**config.mk**
```make
export PLATFORM = sky130hd
export DESIGN_NAME = cfg_header_space
export DESIGN_NICKNAME = d
export VERILOG_FILES = /design/src/rtl/cfg_hdr_pkg.sv /design/src/rtl/cfg_ident_regs.sv /design/src/rtl/cfg_ctrl_regs.sv /design/src/rtl/cfg_dev_area.sv /design/src/rtl/cfg_header_space.sv
export SDC_FILE = /design/constraint.sdc
export NUM_CORES = 1
export LEC_CHECK = 0
export CAP_MARGIN = 10
export CORE_ASPECT_RATIO = 1.1
export CORE_UTILIZATION = 31
export CTS_BUF_LIST = sky130_fd_sc_hd__clkbuf_16
export DETAILED_ROUTE_END_ITERATION = 12
export DONT_BUFFER_PORTS = 1
export MAX_ROUTING_LAYER = met4
export PLACE_DENSITY = 0.43
export REMOVE_ABC_BUFFERS = 1
export SYNTH_ARGS = -nofsm -noshare
export SYNTH_HDL_FRONTEND = slang
export SYNTH_SLANG_ARGS = --single-unit
```
**constraint.sdc**
```tcl
create_clock -name clk -period 2 [get_ports clk]
set_clock_uncertainty 0.2 [all_clocks]
set_input_delay 0.2 -clock clk [delete_from_list [all_inputs] [get_ports clk]]
set_output_delay 0.2 -clock clk [all_outputs]
set_load 0.01 [all_outputs]
```
**src/rtl/cfg_hdr_pkg.sv**
```systemverilog
// Package: register numbers and fixed field values shared by the
// configuration header modules. Assumes dword-granular register numbers.
package cfg_hdr_pkg;
    localparam int REGNUM_W  = 6;
    localparam int DATA_W    = 32;
    localparam int BE_W      = DATA_W / 8;

    localparam logic [REGNUM_W-1:0] REG_IDENT   = 6'd0;
    localparam logic [REGNUM_W-1:0] REG_CMDSTAT = 6'd1;
    localparam logic [REGNUM_W-1:0] REG_CLASS   = 6'd2;
    localparam logic [REGNUM_W-1:0] REG_MISC    = 6'd3;
    localparam logic [REGNUM_W-1:0] REG_BAR0    = 6'd4;
    localparam logic [REGNUM_W-1:0] REG_INTR    = 6'd15;
    localparam int                  DEV_BASE    = 16;

    localparam logic [7:0] HDR_TYPE_SINGLE_T0 = 8'h00;
    localparam logic [7:0] INTR_PIN_A         = 8'h01;
    localparam int         CMD_BITS           = 2;

    typedef struct packed {
        logic              hit;
        logic [DATA_W-1:0] data;
    } rd_src_t;
endpackage

```
**src/rtl/cfg_ident_regs.sv**
```systemverilog
// Module: read-only identity registers (vendor/device, revision/class,
// header type). Purely combinational decode; assumes the vendor ID
// parameter is not all ones (an invalid value is replaced with zero).
module cfg_ident_regs
    import cfg_hdr_pkg::*;
#(
    parameter logic [15:0] VENDOR_ID   = 16'hA5C3,
    parameter logic [15:0] DEVICE_ID   = 16'h0042,
    parameter logic [7:0]  REVISION_ID = 8'h03,
    parameter logic [23:0] CLASS_CODE  = 24'h058000
) (
    input  logic [REGNUM_W-1:0] regnum,
    output rd_src_t             rd
);
    localparam logic [15:0] VENDOR_SAFE = (VENDOR_ID == 16'hFFFF) ? 16'h0000 : VENDOR_ID;

    // Select the fixed value for the addressed identity register.
    always_comb begin
        rd = '0;
        unique case (regnum)
            REG_IDENT: begin
                rd.hit  = 1'b1;
                rd.data = {DEVICE_ID, VENDOR_SAFE};
            end
            REG_CLASS: begin
                rd.hit  = 1'b1;
                rd.data = {CLASS_CODE, REVISION_ID};
            end
            REG_MISC: begin
                rd.hit  = 1'b1;
                rd.data = {8'h00, HDR_TYPE_SINGLE_T0, 8'h00, 8'h00};
            end
            default: rd = '0;
        endcase
    end
endmodule

```
**src/rtl/cfg_ctrl_regs.sv**
```systemverilog
// Module: writable header registers: command enables, one memory base
// register with hardwired low bits, and the interrupt line byte. Writes
// take effect at the clock edge of the strobe; byte enables gate each byte.
// Assumes 4 <= BAR_SZ <= 31.
module cfg_ctrl_regs
    import cfg_hdr_pkg::*;
#(
    parameter int BAR_SZ = 12
) (
    input  logic                clk,
    input  logic                rst_n,
    input  logic                we,
    input  logic [REGNUM_W-1:0] regnum,
    input  logic [BE_W-1:0]     be,
    input  logic [DATA_W-1:0]   wdata,
    input  logic [DATA_W-1:0]   mem_addr,
    output logic                io_en,
    output logic                mem_en,
    output logic [DATA_W-1:0]   bar,
    output logic                hit,
    output rd_src_t             rd
);
    localparam int UPPER_W = DATA_W - BAR_SZ;

    logic [CMD_BITS-1:0] cmd_q;
    logic [UPPER_W-1:0]  bar_hi_q;
    logic [7:0]          intr_line_q;
    logic                unused_ctrl;

    assign unused_ctrl = ^{wdata, mem_addr[BAR_SZ-1:0]};

    // Command register: only the I/O and memory enable bits are stored.
    always_ff @(posedge clk) begin
        if (!rst_n)
            cmd_q <= '0;
        else if (we && regnum == REG_CMDSTAT && be[0])
            cmd_q <= wdata[CMD_BITS-1:0];
    end

    // Base register upper bits, each updated under its byte's enable.
    always_ff @(posedge clk) begin
        if (!rst_n)
            bar_hi_q <= '0;
        else if (we && regnum == REG_BAR0)
            for (int i = 0; i < UPPER_W; i++)
                if (be[(i + BAR_SZ) / 8])
                    bar_hi_q[i] <= wdata[i + BAR_SZ];
    end

    // Interrupt line byte, the only writable byte of its register.
    always_ff @(posedge clk) begin
        if (!rst_n)
            intr_line_q <= '0;
        else if (we && regnum == REG_INTR && be[0])
            intr_line_q <= wdata[7:0];
    end

    assign io_en  = cmd_q[0];
    assign mem_en = cmd_q[1];
    assign bar    = {bar_hi_q, {BAR_SZ{1'b0}}};

    // Address window compare, gated by the memory enable.
    always_comb hit = mem_en && (mem_addr[DATA_W-1:BAR_SZ] == bar_hi_q);

    // Read decode for the writable header registers.
    always_comb begin
        rd = '0;
        unique case (regnum)
            REG_CMDSTAT: begin
                rd.hit  = 1'b1;
                rd.data = {{(DATA_W-CMD_BITS){1'b0}}, cmd_q};
            end
            REG_BAR0: begin
                rd.hit  = 1'b1;
                rd.data = bar;
            end
            REG_INTR: begin
                rd.hit  = 1'b1;
                rd.data = {16'h0000, INTR_PIN_A, intr_line_q};
            end
            default: rd = '0;
        endcase
    end
endmodule

```
**src/rtl/cfg_dev_area.sv**
```systemverilog
// Module: backed dwords at the start of the device-specific area, each byte
// written under its own enable. Register numbers past the backed range
// return no hit. Assumes DEV_DWORDS <= 48 so the range stays below 256 bytes.
module cfg_dev_area
    import cfg_hdr_pkg::*;
#(
    parameter int DEV_DWORDS = 4
) (
    input  logic                clk,
    input  logic                rst_n,
    input  logic                we,
    input  logic [REGNUM_W-1:0] regnum,
    input  logic [BE_W-1:0]     be,
    input  logic [DATA_W-1:0]   wdata,
    output rd_src_t             rd
);
    localparam int LAST_REG = DEV_BASE + DEV_DWORDS - 1;

    logic [DATA_W-1:0] mem_q [DEV_DWORDS];

    for (genvar d = 0; d < DEV_DWORDS; d++) begin : g_dword
        for (genvar b = 0; b < BE_W; b++) begin : g_byte
            // Store one byte of one device-specific dword.
            always_ff @(posedge clk) begin
                if (!rst_n)
                    mem_q[d][8*b +: 8] <= '0;
                else if (we && be[b] && int'(regnum) == DEV_BASE + d)
                    mem_q[d][8*b +: 8] <= wdata[8*b +: 8];
            end
        end
    end

    // Return the addressed backed dword, if any.
    always_comb begin
        rd = '0;
        for (int d = 0; d < DEV_DWORDS; d++)
            if (int'(regnum) == DEV_BASE + d) begin
                rd.hit  = 1'b1;
                rd.data = mem_q[d];
            end
        if (int'(regnum) > LAST_REG) rd.hit = 1'b0;
    end
endmodule

```
**src/rtl/cfg_header_space.sv**
```systemverilog
// Module: top of the type-0 configuration space of a single-function
// endpoint. Combines identity, control and device-area decoders, registers
// read data on the read strobe, and exports the decoded enables and the
// memory window match. Assumes at most one of cfg_we/cfg_re per cycle.
module cfg_header_space
    import cfg_hdr_pkg::*;
#(
    parameter logic [15:0] VENDOR_ID     = 16'hA5C3,
    parameter logic [15:0] DEVICE_ID     = 16'h0042,
    parameter logic [7:0]  REVISION_ID   = 8'h03,
    parameter logic [23:0] CLASS_CODE    = 24'h058000,
    parameter int          BAR_SIZE_LOG2 = 12,
    parameter int          DEV_DWORDS    = 4
) (
    input  logic        clk,
    input  logic        rst_n,
    input  logic        cfg_we,
    input  logic        cfg_re,
    input  logic [5:0]  cfg_regnum,
    input  logic [3:0]  cfg_be,
    input  logic [31:0] cfg_wdata,
    output logic [31:0] cfg_rdata,
    input  logic [31:0] mem_addr,
    output logic        io_enable,
    output logic        mem_enable,
    output logic [31:0] bar_base,
    output logic        mem_hit
);
    rd_src_t rd_ident, rd_ctrl, rd_dev;
    logic [DATA_W-1:0] rd_mux;

    cfg_ident_regs #(
        .VENDOR_ID   (VENDOR_ID),
        .DEVICE_ID   (DEVICE_ID),
        .REVISION_ID (REVISION_ID),
        .CLASS_CODE  (CLASS_CODE)
    ) u_ident (
        .regnum (cfg_regnum),
        .rd     (rd_ident)
    );

    cfg_ctrl_regs #(
        .BAR_SZ (BAR_SIZE_LOG2)
    ) u_ctrl (
        .clk      (clk),
        .rst_n    (rst_n),
        .we       (cfg_we),
        .regnum   (cfg_regnum),
        .be       (cfg_be),
        .wdata    (cfg_wdata),
        .mem_addr (mem_addr),
        .io_en    (io_enable),
        .mem_en   (mem_enable),
        .bar      (bar_base),
        .hit      (mem_hit),
        .rd       (rd_ctrl)
    );

    cfg_dev_area #(
        .DEV_DWORDS (DEV_DWORDS)
    ) u_dev (
        .clk    (clk),
        .rst_n  (rst_n),
        .we     (cfg_we),
        .regnum (cfg_regnum),
        .be     (cfg_be),
        .wdata  (cfg_wdata),
        .rd     (rd_dev)
    );

    // Merge the decoders; unclaimed register numbers read zero.
    always_comb begin
        rd_mux = '0;
        if (rd_ident.hit) rd_mux = rd_ident.data;
        if (rd_ctrl.hit)  rd_mux = rd_ctrl.data;
        if (rd_dev.hit)   rd_mux = rd_dev.data;
    end

    // Capture read data on the read strobe and hold it otherwise.
    always_ff @(posedge clk) begin
        if (!rst_n)
            cfg_rdata <= '0;
        else if (cfg_re)
            cfg_rdata <= rd_mux;
    end
endmodule

```
==> impl_metrics.toml <==
[logic_synthesis]
synth_top_cells_by_count = "sky130_fd_sc_hd__and2_1, sky130_fd_sc_hd__edfxtp_1, sky130_fd_sc_hd__dfxtp_1"
syn-mean-instance-area_um2 = 13.0
yosys_reg_bits = 190
synth_most_common_cell = "sky130_fd_sc_hd__and2_1"
synth_top_area_cell = "sky130_fd_sc_hd__edfxtp_1"
ys_top_cells_by_area = "sky130_fd_sc_hd__edfxtp_1, sky130_fd_sc_hd__dfxtp_1, sky130_fd_sc_hd__and2_1"
synth-seq-area-share_pct = 58.6
yosys_warnings = 0
synth_enable_flop_cells = 128
synthArstFlopShare_pct = 0
yosys.cell_types.count = 42
netlist_instances = 668
syn_std_cell_area_um2 = 8680
ys_dominant_reg_cell = "sky130_fd_sc_hd__edfxtp_1"
top_area_cell_type_share_of_the_netlist_area_pct = 44.3

[power_and_ir_drop]
share_seq_of_total_power_pct = 53.5
static-leakage-power_nw = 3.88
finalPower_mw = 8.24
p_clk_share_pct = 39.0
power.combinational.fraction_pct = 7.6
p_sw_share_pct = 24.3
internal_power_mw = 6.24
power.ir.vdd_worst_mv = 0.419
power_density_nw_per_um2 = 773
switching_power_mw = 2.00

[job]
maxCapViolCount = 0

[finish]
drive_above_1_share_pct = 19.2
layout.core_utilization_pct = 39.2
finish.instance_area_um2 = 10700
multiInputGateArea_um2 = 3410
area_delta_synth_final_pct = 22.9
sequential_cell_area_um2 = 5090
num-nets-final = 851
fillerInstances = 2581

[critical_path]
critPathMostFrequentCell = "sky130_fd_sc_hd__nor4_2"
critical_path.top_delay_family = "simple AND/OR/NAND/NOR gates"
crit_path_end_kind = "output port"
critical_path_peak_fanout = 2
cp_data_arrival_time_ps = 1960
cp_cell_sequence = "xor2_1 -> nor4_2 -> nand4_1 -> buf_6 -> nor4_2 -> buf_4"
crit_path_start_kind = "flip-flop"
critPathBufInv = 2
worstSetupPathType = "reg -> out"
crit_slowest_cell = "sky130_fd_sc_hd__dfxtp_2"
timing.critical_path.slowest_cell_delay_ps = 330
crit_required_ps = 1600

[placement]
place_congestion = 0.710
detailedPlace.worstSlack_ps = -6.66
detailedPlacementHpwl_um = 16000
detailed_place.area_um2 = 9360
buffer_ports.inserted = 0

[route]
initialDrtViolationCount = 335
detail_route.first_pass.iterations = 5
antenna_violating_nets_post_route = 0
avgViaCountPerCell = 5.00
wirelength_um = 27000
dr_total_vias = 5722
drt_drc_violations_left = 0
detail_route.wl_per_cell_um = 23.6

[clock_tree]
numCtsBuffers = 17
cts_num_sinks = 190
cts.clk_slew.worst_paths_ps = 70
cts_tree = "done"
clkLatencyLatePin_ps = 440
ctsRootBufferMaster = "sky130_fd_sc_hd__clkbuf_16"
cts.htree.levels = 4
max-clock-path-buffers = 2

[global_route]
global_route_wire_length_before_repair_um = 39000
grt_overflow = 0
number_of_antenna_violations_at_the_first_check_in_global_routing = 1
grt_max_degree = 60
grt_pass1_vias = 5838
grt.total_usage_pct = 20.2

[sta]
min_period_ps = 2360
post-route-period-util_pct = 118
relSlewSlack_pct = 47.3
setup_repair_after_global_routing_missed_its_margin = "true"
report.final.slew_viol_count = 0
tightestPinTransition_ps = 789
hold_vio_cnt_final = 0
setup_ws_ps = -357
achievable-frequency_mhz = 424
setup_viol_count_final = 1

[floorplan]
die_width_um = 162
floorplan.core_area_um2 = 27200
num_io_pins = 145
fp.dieH_um = 177
placementRows = 63
starting_density_of_the_core_pct = 31.9
die_area_um2 = 28700

[status]
violations_in_the_final_reports = "negative setup slack"
run_status = "complete, but fails checks"

[worst_hold_path]
worstHoldPathType = "in -> reg"
==> stage by stage <==
stage | std cells | setup TNS [ps] | hold slack, ps
after CTS | 1142 | -7620 | 1.10
final | 1144 | -357 | 4.73
after global placement | 1049 | -41.7 | 100
after global routing | 1144 | -414 | 5.82
after floorplan | 634 | -115480 | 89.4
after detailed placement | 1049 | -6.66 | 106
==> state kept, by name, indices dropped and copies added, names as in the netlist <==
register and count:
cfg_rdata 32, u_ctrl.bar_hi_q 20, u_ctrl.cmd_q 2, u_ctrl.intr_line_q 8, u_dev.mem_q 128
==> per-layer routing <==
metal | routed length [um] | part of all wire (%) | global-route usage [%] | up-vias
li1 | - | - | - | 2634
met5 | 0 | 0 | - | -
met1 | 10900 | 40 | 23.3 | 2912
met3 | 1660 | 6.2 | 5.66 | 32
met4 | 507 | 1.9 | 6.53 | 0
met2 | 13900 | 52 | 34.1 | 144
==> layout by cell type (no fill, tap or decap), drive strengths merged, types with 2 or more instances in the layout <==
master          n
clkbuf         17
conb           12
inv             8
clkinv          8
mux4           30
o31ai           7
dlygate4sd3    51
nor2b          30
nor3            3
xnor2           4
a31oi           5
nor4            5
and2          132
a22oi          18
nand4           5
a21oi          20
a41oi           2
o21ai          43
nand2          19
and3            2
buf            66
edfxtp        128
nor2           26
a21boi          5
nand3b          9
nand2b          3
dfxtp          62
xor2           16
mux2i          32
dlymetal6s4s    3
nand3           7
==> cell type report <==
type | count | share of cell area, %
Antenna cell | 1 | 0.0235
Clock inverter | 15 | 1.06
Sequential cell | 190 | 47.7
Inverter | 2 | 0.0704
Timing Repair Buffer | 120 | 11.0
Clock buffer | 17 | 3.99
Tap cell | 357 | 4.19
Multi-Input combinational cell | 442 | 32.0
==> kinds of logic (layout without fill, tap and decap cells) <==
| kind of cell | Yosys count | after routing | share of synthesized area (%) |
|---|---|---|---|
| simple gates | 247 | 247 | 18.1 |
| mux | 62 | 62 | 11.5 |
| flops | 190 | 190 | 58.6 |
| other cells | 1 | 13 | 0.0432 |
| compound gates | 101 | 101 | 6.88 |
| buf+inv | 47 | 154 | 2.93 |
| xor+xnor | 20 | 20 | 2.02 |
==> final timing paths <==
check / from / end / slack [ps] / cells after the start
worst max register to register: u_dev.mem_q[3][14] / cfg_rdata[14] / 20 / 4
worst max-delay path: u_ctrl.bar_hi_q[15] / mem_hit / -360 / 6
worst min register to register: u_ctrl.intr_line_q[6] / cfg_rdata[6] / 270 / 2
worst min-delay path: cfg_we / u_ctrl.bar_hi_q[7] / 5 / 4
==> worst register-to-register path, cell delays in order (launching register included) <==
cell	delay, ps
sky130_fd_sc_hd__edfxtp_1	360
sky130_fd_sc_hd__mux4_2	480
sky130_fd_sc_hd__a22oi_1	180
sky130_fd_sc_hd__a21oi_1	100
sky130_fd_sc_hd__dlygate4sd3_1	560
==> repair_timing <==
| action | in CTS | in global routing |
|---|---|---|
| resized for setup | 4 | 13 |
| pin swaps | 2 | 4 |
| setup buffers | 0 | 1 |
| hold buffers | 61 | 2 |
| hold endpoints to repair | 318 | 2 |
| gates cloned | 0 | 0 |
| setup endpoints to repair | 1 | 200 |
==> power by group through the flow <==
stage / sequential [mW] / combinational [mW] / clock (mW)
after detailed placement: 4.50 / 0.388 / 0
after global routing: 4.42 / 0.673 / 3.44
after floorplan: 4.48 / 0.271 / 0
after global placement: 4.49 / 0.386 / 0
final: 4.41 / 0.626 / 3.21
after CTS: 4.41 / 0.631 / 3.28
(Power assumes the default switching activity.)
